==> config.mk <==
export PLATFORM = sky130hd
export DESIGN_NAME = psw_flag_unit
export DESIGN_NICKNAME = d
export VERILOG_FILES = /design/src/rtl/psw_pkg.sv /design/src/rtl/psw_flag_calc.sv /design/src/rtl/psw_ctrl_bit.sv /design/src/rtl/psw_req_gate.sv /design/src/rtl/psw_flag_unit.sv
export SDC_FILE = /design/constraint.sdc
export NUM_CORES = 1
export LEC_CHECK = 0
export BUFFER_PORTS_ARGS = -buffer_cell sky130_fd_sc_hd__clkbuf_2
export CAP_MARGIN = 20
export CORE_ASPECT_RATIO = 0.7
export CORE_UTILIZATION = 35
export CTS_CLUSTER_DIAMETER = 100
export DETAILED_ROUTE_END_ITERATION = 8
export PLACE_DENSITY = 0.84
export SLEW_MARGIN = 20
export SYNTH_ARGS = -nofsm -noshare
export SYNTH_HDL_FRONTEND = slang
export SYNTH_HIERARCHICAL = 1
export SYNTH_SLANG_ARGS = --single-unit
==> constraint.sdc <==
create_clock -name clk -period 3.26 [get_ports clk]
set_clock_uncertainty 0.2 [all_clocks]
set_input_delay 0.489 -clock clk [delete_from_list [all_inputs] [get_ports clk]]
set_output_delay 0.489 -clock clk [all_outputs]
set_load 0.03 [all_outputs]
==> src/rtl/psw_pkg.sv <==
package psw_pkg;
  typedef enum logic [1:0] {
    OP_ADD   = 2'd0,
    OP_SUB   = 2'd1,
    OP_LOGIC = 2'd2,
    OP_NONE  = 2'd3
  } op_class_e;

  typedef struct packed {
    logic cf;
    logic pf;
    logic af;
    logic zf;
    logic sf;
    logic of;
  } stat_t;

  localparam int NUM_CTRL = 3;
  localparam int CTRL_IEN  = 0;
  localparam int CTRL_DIR  = 1;
  localparam int CTRL_TRAP = 2;
endpackage

==> src/rtl/psw_flag_calc.sv <==
module psw_flag_calc
  import psw_pkg::*;
#(
  parameter int DATA_W = 16,
  parameter int BYTE_W = 8,
  parameter int NIB_W  = 4
) (
  input  op_class_e         op,
  input  logic              word_sel,
  input  logic [DATA_W-1:0] a,
  input  logic [DATA_W-1:0] b,
  input  logic [DATA_W-1:0] r,
  input  logic              cin,
  input  stat_t             cur,
  output stat_t             nxt
);
  logic msb_a, msb_b, msb_r;
  logic zero_w;
  logic ovf_add, ovf_sub;
  logic half_cy;

  always_comb begin
    msb_a  = word_sel ? a[DATA_W-1] : a[BYTE_W-1];
    msb_b  = word_sel ? b[DATA_W-1] : b[BYTE_W-1];
    msb_r  = word_sel ? r[DATA_W-1] : r[BYTE_W-1];
    zero_w = word_sel ? (r == '0) : (r[BYTE_W-1:0] == '0);
    // bit NIB_W of the result differs from a^b there exactly when a carry/borrow crossed in
    half_cy = a[NIB_W] ^ b[NIB_W] ^ r[NIB_W];
    ovf_add = (msb_a == msb_b) && (msb_r != msb_a);
    ovf_sub = (msb_a != msb_b) && (msb_r != msb_a);
  end

  always_comb begin
    nxt    = cur;
    nxt.pf = ~^r[BYTE_W-1:0];
    nxt.zf = zero_w;
    nxt.sf = msb_r;
    case (op)
      OP_ADD: begin
        nxt.cf = cin;
        nxt.af = half_cy;
        nxt.of = ovf_add;
      end
      OP_SUB: begin
        nxt.cf = cin;
        nxt.af = half_cy;
        nxt.of = ovf_sub;
      end
      OP_LOGIC: begin
        nxt.cf = 1'b0;
        nxt.of = 1'b0;
      end
      default: nxt = cur;
    endcase
  end
endmodule

==> src/rtl/psw_ctrl_bit.sv <==
module psw_ctrl_bit (
  input  logic clk,
  input  logic rst,
  input  logic set_cmd,
  input  logic clr_cmd,
  output logic q
);
  always_ff @(posedge clk) begin
    if (rst)          q <= 1'b0;
    else if (clr_cmd) q <= 1'b0;
    else if (set_cmd) q <= 1'b1;
  end
endmodule

==> src/rtl/psw_req_gate.sv <==
module psw_req_gate (
  input  logic clk,
  input  logic rst,
  input  logic ien_q,
  input  logic trap_q,
  input  logic mask_req,
  input  logic nmi_req,
  input  logic insn_done,
  output logic mask_take,
  output logic nmi_take,
  output logic step_req
);
  always_ff @(posedge clk) begin
    if (rst) begin
      mask_take <= 1'b0;
      nmi_take  <= 1'b0;
      step_req  <= 1'b0;
    end else begin
      mask_take <= mask_req & ien_q;
      nmi_take  <= nmi_req;
      step_req  <= insn_done & trap_q;
    end
  end
endmodule

==> src/rtl/psw_flag_unit.sv <==
module psw_flag_unit
  import psw_pkg::*;
#(
  parameter int DATA_W = 16,
  parameter int NIB_W  = 4
) (
  input  logic              clk,
  input  logic              rst,
  input  logic              upd_en,
  input  logic [1:0]        op_class,
  input  logic              word_sel,
  input  logic [DATA_W-1:0] opnd_a,
  input  logic [DATA_W-1:0] opnd_b,
  input  logic [DATA_W-1:0] result,
  input  logic              carry_out,
  input  logic              ien_set,
  input  logic              ien_clr,
  input  logic              dir_set,
  input  logic              dir_clr,
  input  logic              trap_set,
  input  logic              trap_clr,
  input  logic              insn_done,
  input  logic              mask_req,
  input  logic              nmi_req,
  output logic              f_carry,
  output logic              f_parity,
  output logic              f_aux,
  output logic              f_zero,
  output logic              f_sign,
  output logic              f_ovf,
  output logic              f_ien,
  output logic              f_dir,
  output logic              f_trap,
  output logic              mask_take,
  output logic              nmi_take,
  output logic              step_req
);
  localparam int BYTE_W = DATA_W / 2;

  stat_t stat_q, stat_d;
  logic [NUM_CTRL-1:0] ctrl_set, ctrl_clr, ctrl_q;

  psw_flag_calc #(
    .DATA_W(DATA_W),
    .BYTE_W(BYTE_W),
    .NIB_W (NIB_W)
  ) u_calc (
    .op      (op_class_e'(op_class)),
    .word_sel(word_sel),
    .a       (opnd_a),
    .b       (opnd_b),
    .r       (result),
    .cin     (carry_out),
    .cur     (stat_q),
    .nxt     (stat_d)
  );

  always_ff @(posedge clk) begin
    if (rst)         stat_q <= '0;
    else if (upd_en) stat_q <= stat_d;
  end

  assign ctrl_set = {trap_set, dir_set, ien_set};
  assign ctrl_clr = {trap_clr, dir_clr, ien_clr};

  for (genvar g = 0; g < NUM_CTRL; g++) begin : g_ctrl
    psw_ctrl_bit u_bit (
      .clk    (clk),
      .rst    (rst),
      .set_cmd(ctrl_set[g]),
      .clr_cmd(ctrl_clr[g]),
      .q      (ctrl_q[g])
    );
  end

  psw_req_gate u_gate (
    .clk      (clk),
    .rst      (rst),
    .ien_q    (ctrl_q[CTRL_IEN]),
    .trap_q   (ctrl_q[CTRL_TRAP]),
    .mask_req (mask_req),
    .nmi_req  (nmi_req),
    .insn_done(insn_done),
    .mask_take(mask_take),
    .nmi_take (nmi_take),
    .step_req (step_req)
  );

  assign f_carry  = stat_q.cf;
  assign f_parity = stat_q.pf;
  assign f_aux    = stat_q.af;
  assign f_zero   = stat_q.zf;
  assign f_sign   = stat_q.sf;
  assign f_ovf    = stat_q.of;
  assign f_ien    = ctrl_q[CTRL_IEN];
  assign f_dir    = ctrl_q[CTRL_DIR];
  assign f_trap   = ctrl_q[CTRL_TRAP];
endmodule

==> flow_summary_export.csv, run 1 <==
group,metric,value,unit
floorplan,core-area,1697,um^2
clock_tree,post_cts_resized,0,
placed_design,pre_cts_ws,1.358,ns
synth,seq_area_frac_synth,0.3569,
routing,drt_iter0_drc,6,
synth,syn_nets,144,
cells_and_area,nets,197,
sta,worstMarginPinSlew,0.2609,ns
synth,yosysWarnings,6,
critical_path,path_class,"in2reg",
pwr,p_leak,0.5398,nW
clock_tree,cts_num_sinks,12,
clock_tree,root_buffer,"clkbuf_4",
routing,drc,0,
sta,setup_viol,0,
clock_tree,clock_latency,0.26,ns
hold_path,hp-start,"trap_clr",
clock_tree,htree_levels,1,
sta,slew-limit-headroom,0.8211,
floorplan,dieWidth,54.42,um
critical_path,worstPathRequired,3.21,ns
synth,yosysTopAreaCellShare,0.3569,
floorplan,die_area,2105,um^2
sta,worst_slack,1.630,ns
clock_tree,clk_pin_slew,0.07,ns
synth,postSynthCellCount,76,
cells_and_area,area_delta_synth_final,42.01,%
hold_path,whs_path_depth,2,
critical_path,r2r_slack,2.11,ns
clock_tree,cts_tree,"done",
cells_and_area,layout_commonest_cell,"clkbuf_2",
placed_design,hpwl,1.363,mm
routing,wirelength,1.562,mm
routing,vias,697,
hold_path,whs_endpoint,"g_ctrl[2].u_bit/q",
pwr,irDropWorstVdd,0.0002701,V
placed_design,place_inst,145,
sta,min_period,1.630,ns
sta,timing.hold.ws,0.1807,ns
pwr,power,0.0003434,W
synth,synth_area_leader_cell,"dfxtp_1",
floorplan,start_util,0.3968,
critical_path,critPathArrivalTime,1.58,ns
critical_path,timing.rr.start,"f_ovf",
placed_design,gp_congestion,0.6589,
routing,wire_per_inst,10.55,um
routing,ant_nets,0,
flow_run,maxCapViolCount,0,
global_routing,antenna_found_initial,0,
cells_and_area,drive_gt1_frac,0.4409,
sta,fmax,613.5,MHz
global_routing,grt_pass1_wl,2.352,mm
hold_path,holdCritPathClass,"in2reg",
clock_tree,post_cts_buffers,0,
clock_tree,cts_made_buffers,3,
critical_path,crit_path_max_fanout,4,
global_routing,grt_pass1_vias,600,
sta,slew_viol_final,0,
synth,ys_types,22,
critical_path,cp-end-kind,"flip-flop",
sta,setup_tns,0,ns
clock_tree,holdBufCountCts,0,
floorplan,rows,12,
pwr,cellPowerDensity,359.3,nW/um^2
placed_design,port_buffers,49,
status,status,"completed",
routing,viasPerCell,4.709,
critical_path,reg2regPathDepth,3,
sta,rsz0062_at_grt,"false",
floorplan,die_h,38.69,um
routing,drt_pass1_iterations,4,
critical_path,rr_endpoint,"f_ovf",
synth,synth_area_leaders,"dfxtp_1 36%, mux2i_1 12%, ha_1 7.4%",
sta,final.period_utilization,0.5000,
global_routing,overflow,0,
global_routing,grt_max_degree,13,
cells_and_area,n_antenna_cell,0,
cells_and_area,stdcell_count,148,
global_routing,grt_use_total,0.1650,
critical_path,start_kind,"input pin",
sta,hold_viol,0,
clock_tree,cts_max_path_buffers,2,
synth,synth.ff_latch_count,12,
synth,synth_area,673.1,um^2
cells_and_area,final_cell_mix,"49 x clkbuf_2, 12 x dfxtp_1, 11 x nor2_1",
floorplan,io_pins,76,
synth,syn_area_per_cell,8.857,um^2
-- layout make-up --
| class | count | area [um^2] |
|---|---|---|
| Clock buffer | 3 | 22.52 |
| Fill cell | 166 | 740.7 |
| Inverter | 9 | 33.78 |
| Multi-Input combinational cell | 54 | 387.9 |
| Sequential cell | 12 | 240.2 |
| Tap cell | 21 | 26.28 |
| Timing Repair Buffer | 49 | 245.2 |
-- report_power, final --
| part | total [W] | internal [W] | switching, W |
|---|---|---|---|
| sequential | 0.000159 | 0.000154 | 0.00000480 |
| clock | 0.0000869 | 0.0000427 | 0.0000442 |
| combinational | 0.0000975 | 0.0000459 | 0.0000516 |
-- cells by family after synthesis --
group / after synthesis / synth area share
DFF: 12 / 0.3569
AOI/OAI and AO/OA: 7 / 0.06692
buffers and inverters: 10 / 0.06691
muxes: 9 / 0.1357
adders and majority gates: 4 / 0.07435
xor gates and xnor gates: 6 / 0.07808
and+or+nand+nor: 28 / 0.2212
-- critical path: stages --
cell      delay, ns
clkbuf_2       0.13
mux2i_1        0.22
xor2_1         0.22
nor3_1         0.08
a221o_1        0.26
mux2i_1        0.13
nor2_1         0.05
-- worst max-delay path by stage --
| stage | startpoint | to | slack, ns | cells after the start |
|---|---|---|---|---|
| after floorplan | result[2] | f_parity | 1.61 | 7 |
| after global placement | word_sel | f_ovf | 1.41 | 7 |
| after detailed placement | word_sel | f_ovf | 1.36 | 7 |
| final | word_sel | f_ovf | 1.63 | 7 |
| after global routing | word_sel | f_ovf | 1.56 | 7 |
| after CTS | word_sel | f_ovf | 1.63 | 7 |
-- cell usage after synthesis --
cell      count
a21boi_0      1
a21oi_1       2
a221o_1       1
and2_1        1
and3b_1       2
buf_6         1
dfxtp_1      12
ha_1          4
inv_1         9
mux2_2        1
mux2i_1       8
nand2_1       5
nand4_1       1
nor2_1       11
nor2b_1       1
nor3_1        2
nor3_2        3
nor4_1        2
o21ai_0       2
o31ai_1       1
xnor2_1       3
xor2_1        3
-- flip-flops by register name, summed over array words and instances, names as in the netlist --
name / count
g_ctrl.u_bit/q: 3
f_ovf: 1
f_zero: 1
f_parity: 1
u_gate/nmi_take: 1
u_gate/mask_take: 1
f_sign: 1
f_carry: 1
f_aux: 1
u_gate/step_req: 1
-- stage by stage --
stage / utilization / cell area [um^2]
after global routing: 0.5634 / 955.9
final: 0.5634 / 955.9
after detailed placement: 0.5501 / 933.4
after CTS: 0.5634 / 955.9
after floorplan: - / 673.1
after global placement: 0.5501 / 933.4
-- per-layer routing --
| layer | part of all wire | vias to the layer above | GRT usage |
|---|---|---|---|
| met5 | 0 | - | 0 |
| met4 | 0 | 0 | 0.03846 |
| met3 | 0.079 | 0 | 0.08235 |
| met2 | 0.52 | 28 | 0.2866 |
| met1 | 0.40 | 313 | 0.1785 |
| li1 | - | 356 | - |
(Power assumes the default switching activity.)
==> inputs of run 2 (changes only) <==
- ABC_AREA: not set -> 1
- CORE_UTILIZATION: 35 -> 32
- PLACE_DENSITY: 0.84 -> 0.76
- clock period: 3.26 -> 1.35 ns (I/O delays scaled with it)
==> flow_summary_export.csv, run 2 <==
group,metric,value,unit
critical_path,critPathTopFamily,"flip-flops",
hold_path,holdCritPathClass,"in2reg",
clock_tree,clock_latency,0.27,ns
clock_tree,cts_max_path_buffers,2,
critical_path,worstPathRequired,0.95,ns
cells_and_area,top_register,"g_ctrl.u_bit/q",
critical_path,cp.buffers_inverters,1,
placed_design,gp_congestion,0.7070,
global_routing,antenna_found_initial,0,
critical_path,crit_path_max_fanout,3,
sta,worstMarginPinSlew,0.2274,ns
critical_path,path_class,"reg2out",
pwr,p_leak,0.7597,nW
synth,ys_types,16,
cells_and_area,final_cell_mix,"49 x clkbuf_2, 40 x nand2_1, 30 x nor2_1",
synth,syn_nets,200,
clock_tree,clk_pin_slew,0.08,ns
synth,synthFlopType,"dfxtp_1",
cells_and_area,largest_register_ffs,3,
sta,setup_viol,0,
synth,synth_area,775.7,um^2
floorplan,io_pins,76,
synth,synth_compound_area_frac,0.03065,
floorplan,rows,14,
cells_and_area,layout_commonest_cell,"clkbuf_2",
global_routing,grt_pass1_vias,827,
global_routing,overflow,0,
critical_path,critPathArrivalTime,0.87,ns
clock_tree,cts_num_sinks,12,
routing,vias,942,
floorplan,die_h,43.20,um
placed_design,hpwl,1.412,mm
synth,synth_enable_flop_cells,0,
hold_path,hp-start,"upd_en",
routing,drt_pass1_iterations,4,
synth,synth_area_leader_cell,"dfxtp_1",
critical_path,slowest_delay,0.37,ns
critical_path,crit_start,"g_ctrl[2].u_bit/q",
floorplan,core-area,2225,um^2
synth,synthArstFlopShare,0,
synth,syn_area_per_cell,5.877,um^2
synth,postSynthCellCount,132,
cells_and_area,nets,265,
clock_tree,post_cts_buffers,0,
sta,hold_viol,0,
synth,yosysTopAreaCellShare,0.3097,
synth,synth_commonest_cells,"40 x nand2_1, 30 x nor2_1, 23 x inv_1, 12 x dfxtp_1, 5 x inv_2",
critical_path,timing.rr.start,"f_carry",
synth,yosys.area_share.simple,0.4065,
critical_path,start_kind,"flip-flop",
routing,wire_per_inst,8.868,um
synth,synth.area.mux_share,0,
critical_path,cp-end-kind,"output pin",
cells_and_area,drive_gt1_frac,0.3776,
clock_tree,cts_tree,"done",
pwr,irDropWorstVdd,0.0004451,V
synth,synth_most_common_cell,"nand2_1",
sta,min_period,1.269,ns
synth,synth_area_leaders,"dfxtp_1 31%, nand2_1 19%, nor2_1 15%",
routing,ant_nets,0,
synth,seq_area_frac_synth,0.3097,
clock_tree,root_buffer,"clkbuf_4",
sta,slew_viol_final,0,
routing,wirelength,2.022,mm
critical_path,slowest_stage,"dfxtp_1",
sta,fmax,788.0,MHz
global_routing,grt_max_degree,13,
global_routing,grt_use_total,0.1699,
sta,final.period_utilization,0.9400,
critical_path,cp_cell_sequence,"clkbuf_2",
synth,synth.ff_latch_count,12,
synth,synth_adder_area_share,0.06452,
cells_and_area,stdcell_count,228,
global_routing,grt_pass1_wl,3.284,mm
routing,drt_iter0_drc,26,
cells_and_area,area_delta_synth_final,63.23,%
synth,synth_xor_area_frac,0.03387,
synth,synth_top_family_by_area,"simple AND/OR/NAND/NOR gates",
pwr,cellPowerDensity,796.3,nW/um^2
placed_design,port_buffers,49,
placed_design,place_inst,214,
synth,yosysWarnings,6,
pwr,power,0.001008,W
floorplan,die_area,2628,um^2
floorplan,start_util,0.3487,
clock_tree,cts_made_buffers,3,
routing,drc,0,
flow_run,maxCapViolCount,0,
sta,setup_tns,0,ns
floorplan,dieWidth,60.85,um
clock_tree,htree_levels,1,
sta,rsz0062_at_grt,"false",
routing,viasPerCell,4.132,
sta,slew-limit-headroom,0.8484,
cells_and_area,n_antenna_cell,0,
status,status,"completed",
-- run 2: layout make-up --
| type | count | area [um^2] |
|---|---|---|
| Timing Repair Buffer | 61 | 360.3 |
| Sequential cell | 12 | 240.2 |
| Tap cell | 32 | 40.04 |
| Multi-Input combinational cell | 90 | 480.5 |
| Clock buffer | 4 | 36.28 |
| Inverter | 29 | 108.9 |
| Fill cell | 223 | 958.4 |
-- run 2: metrics by stage --
step | utilization | cell area (um^2) | hold WS [ns] | worst slack (ns)
floorplan | - | 825.8 | 0.07368 | 0.005530
global placement | 0.5011 | 1115 | 0.2020 | -0.1406
detailed placement | 0.5011 | 1115 | 0.2080 | -0.1727
CTS | 0.5624 | 1251 | 0.09841 | 0.08224
global route | 0.5692 | 1266 | 0.1183 | 0.02266
finish | 0.5692 | 1266 | 0.1063 | 0.08095
-- run 2: worst register-to-register path, delay by kind of cell, from the launching register on --
family                 cells  cell delay (ns)
AND/OR/NAND/NOR            3             0.13
buffers and inverters      1             0.05
flip-flops                 1             0.33
AO/OA/AOI/OAI              1             0.20
-- run 2: final timing paths --
| path | to | cells after the start | slack [ns] |
|---|---|---|---|
| setup / recovery | f_trap | 1 | 0.08 |
| hold / removal | f_parity | 3 | 0.11 |
| setup reg to reg | f_carry | 5 | 0.35 |
| hold reg to reg | u_gate/mask_take | 2 | 0.25 |
-- run 2: kinds of logic after synthesis --
group | Yosys count
compound gates | 4
fa+ha+maj | 4
simple gates | 79
buf+inv | 30
xor+xnor | 3
flops | 12
-- run 2: power breakdown --
group	total [W]	switching [W]	leakage, nW	internal (W)
Clock	0.000286	0.000122	0.0210	0.000164
Sequential	0.000389	0.0000145	0.0990	0.000374
Combinational	0.000334	0.000178	0.640	0.000156
-- run 2: routing by layer --
layer  share of wire  GRT usage  vias up
met5               0          0        -
met4           0.033    0.08182        0
li1                -          -      511
met2            0.49     0.2989       31
met3           0.054    0.04268        6
met1            0.43     0.1875      394
-- run 2: repair_timing --
item	CTS	global route
hold buffers	10	0
endpoints found under the hold margin	6	0
endpoints found under the setup margin	0	1
resized for setup	0	2
==> inputs of run 3 (changes only) <==
- CORE_UTILIZATION: 32 -> 29
- PLACE_DENSITY: 0.76 -> 0.75
- SYNTH_HIERARCHICAL: 1 -> not set
==> flow_summary_export.csv, run 3 <==
group,metric,value,unit
cells_and_area,largest_register_ffs,3,
status,violations,"hold timing",
cells_and_area,drive_gt1_frac,0.3774,
synth,ys_types,20,
cells_and_area,area_delta_synth_final,61.24,%
critical_path,slowest_stage,"dfxtp_1",
sta,hold_viol,1,
global_routing,grt_pass1_vias,812,
critical_path,start_kind,"flip-flop",
clock_tree,root_buffer,"clkbuf_4",
clock_tree,cts_max_path_buffers,2,
critical_path,reg2regPathDepth,4,
cells_and_area,nets,229,
floorplan,dieWidth,59.37,um
synth,synthArstFlopShare,0,
critical_path,crit_path_end,"f_ien",
cells_and_area,final_cell_mix,"49 x clkbuf_2, 22 x nand2_1, 18 x inv_1",
synth,synth_area,668.1,um^2
critical_path,r2r_slack,0.47,ns
placed_design,hpwl,1.472,mm
routing,vias,804,
pwr,irDropWorstVdd,0.0003875,V
critical_path,worstPathRequired,0.95,ns
routing,viasPerCell,4.209,
synth,synth_enable_flop_cells,0,
sta,timing.hold.ws,-0.002491,ns
sta,min_period,1.253,ns
critical_path,crit_cells,1,
global_routing,antenna_found_initial,0,
floorplan,core-area,2155,um^2
synth,synth_area_leaders,"dfxtp_1 36%, nand2_1 12%, inv_1 10%",
global_routing,grt_pass1_wl,3.098,mm
sta,rsz0062_at_grt,"false",
sta,slew-limit-headroom,0.8357,
global_routing,busiest_layer,"met2",
critical_path,cp-end-kind,"output pin",
routing,drt_pass1_iterations,4,
critical_path,slowest_delay,0.36,ns
sta,slew_viol_final,0,
synth,seq_area_frac_synth,0.3596,
critical_path,rr_endpoint,"f_aux",
synth,synth_commonest_cells,"22 x nand2_1, 18 x inv_1, 16 x nor2_1, 12 x dfxtp_1",
critical_path,critPathArrivalTime,0.85,ns
cells_and_area,layout_commonest_cell,"clkbuf_2",
status,status,"complete, but fails checks",
critical_path,crit_path_max_fanout,3,
sta,final.period_utilization,0.9281,
critical_path,critPathTopFamily,"flip-flops",
global_routing,grt_util_met1,0.1565,
placed_design,port_buffers,49,
routing,ant_nets,0,
floorplan,start_util,0.3101,
clock_tree,clock_latency,0.27,ns
floorplan,die_h,42.16,um
critical_path,timing.rr.start,"f_aux",
cells_and_area,n_antenna_cell,0,
synth,synthFlopType,"dfxtp_1",
routing,drc,0,
synth,syn_area_per_cell,6.888,um^2
clock_tree,cts_made_buffers,3,
cells_and_area,fin_area,1077,um^2
synth,syn_nets,165,
pwr,p_leak,0.6290,nW
sta,fmax,798.1,MHz
clock_tree,holdBufCountCts,9,
synth,synth_area_leader_cell,"dfxtp_1",
routing,wire_per_inst,9.602,um
hold_path,holdCritPathClass,"in2reg",
synth,yosysTopAreaCellShare,0.3596,
synth,postSynthCellCount,97,
synth,synth_most_common_cell,"nand2_1",
synth,synth.ff_latch_count,12,
critical_path,cp_cell_sequence,"clkbuf_2",
global_routing,use_met3,0.04938,
global_routing,grt_use_met2,0.3236,
cells_and_area,stdcell_count,191,
cells_and_area,final_util,0.5000,
placed_design,gp_congestion,0.7838,
clock_tree,cts_tree,"done",
flow_run,maxCapViolCount,0,
routing,wirelength,1.834,mm
pwr,cellPowerDensity,796.4,nW/um^2
floorplan,io_pins,76,
cells_and_area,top_register,"g_ctrl.u_bit.q",
clock_tree,post_cts_resized,0,
clock_tree,clk_pin_slew,0.07,ns
global_routing,grt_max_degree,13,
sta,setup_viol,0,
clock_tree,post_cts_buffers,0,
global_routing,grt_use_total,0.1657,
placed_design,post_dp_cell_area,964.7,um^2
cells_and_area,n_fill_cell,232,
critical_path,crit_start,"g_ctrl[0].u_bit.q",
synth,yosysWarnings,0,
clock_tree,cts_num_sinks,12,
clock_tree,htree_levels,1,
global_routing,overflow,0,
sta,worstMarginPinSlew,0.2465,ns
floorplan,die_area,2503,um^2
critical_path,path_class,"reg2out",
routing,drt_iter0_drc,9,
floorplan,rows,14,
placed_design,place_inst,179,
critical_path,cp.buffers_inverters,1,
-- run 3: report_power, final --
group          leakage [nW]  internal, W  total, W  switching, W
logic                 0.517     0.000123  0.000261      0.000138
registers            0.0985     0.000372  0.000382    0.00000952
clock network        0.0138     0.000103  0.000215      0.000112
-- run 3: how the worst min path moves through the flow --
stage	from	end	slack, ns	depth (start not counted)
6_report	ien_set	g_ctrl[0].u_bit.q	-0.002	3
2_1_floorplan	dir_clr	g_ctrl[1].u_bit.q	0.08	1
3_3_place_gp	trap_clr	g_ctrl[2].u_bit.q	0.17	2
5_1_grt	ien_set	g_ctrl[0].u_bit.q	0.03	3
3_5_place_dp	trap_clr	g_ctrl[2].u_bit.q	0.17	2
4_1_cts	ien_set	g_ctrl[0].u_bit.q	0.006	3
-- run 3: kinds of logic (layout without fill, tap and decap cells) --
group | count (synthesis) | count (layout) | share of synthesized area
and+or+nand+nor | 48 | 48 | 0.3034
AOI/OAI and AO/OA | 7 | 7 | 0.07867
DFF | 12 | 12 | 0.3595
adders and majority gates | 4 | 4 | 0.07491
buffers and inverters | 21 | 83 | 0.1180
xor gates and xnor gates | 5 | 5 | 0.06554
-- run 3: through the flow --
stage                     setup slack [ns]  setup TNS [ns]  total power [W]
after floorplan                    0.08208               0        0.0005326
after global placement            -0.03687        -0.03687        0.0006204
after detailed placement          -0.04029        -0.04029        0.0006283
after CTS                           0.1041               0        0.0008586
after global routing               0.07038               0        0.0009065
final                              0.09704               0        0.0008579
-- run 3: final cells by class --
class / instances / area [um^2] / area share
clock buffers: 3 / 22.52 / 0.02091
inverters: 20 / 75.07 / 0.06969
multi-input cells: 64 / 349.1 / 0.3240
flip-flops and latches: 12 / 240.2 / 0.2230
well taps: 32 / 40.04 / 0.03717
repair buffers: 60 / 350.3 / 0.3252
-- run 3: layer usage --
layer,up-vias,routed length (um)
li1,422,-
met1,357,717
met2,21,997
met3,4,84
met4,0,34
met5,-,0
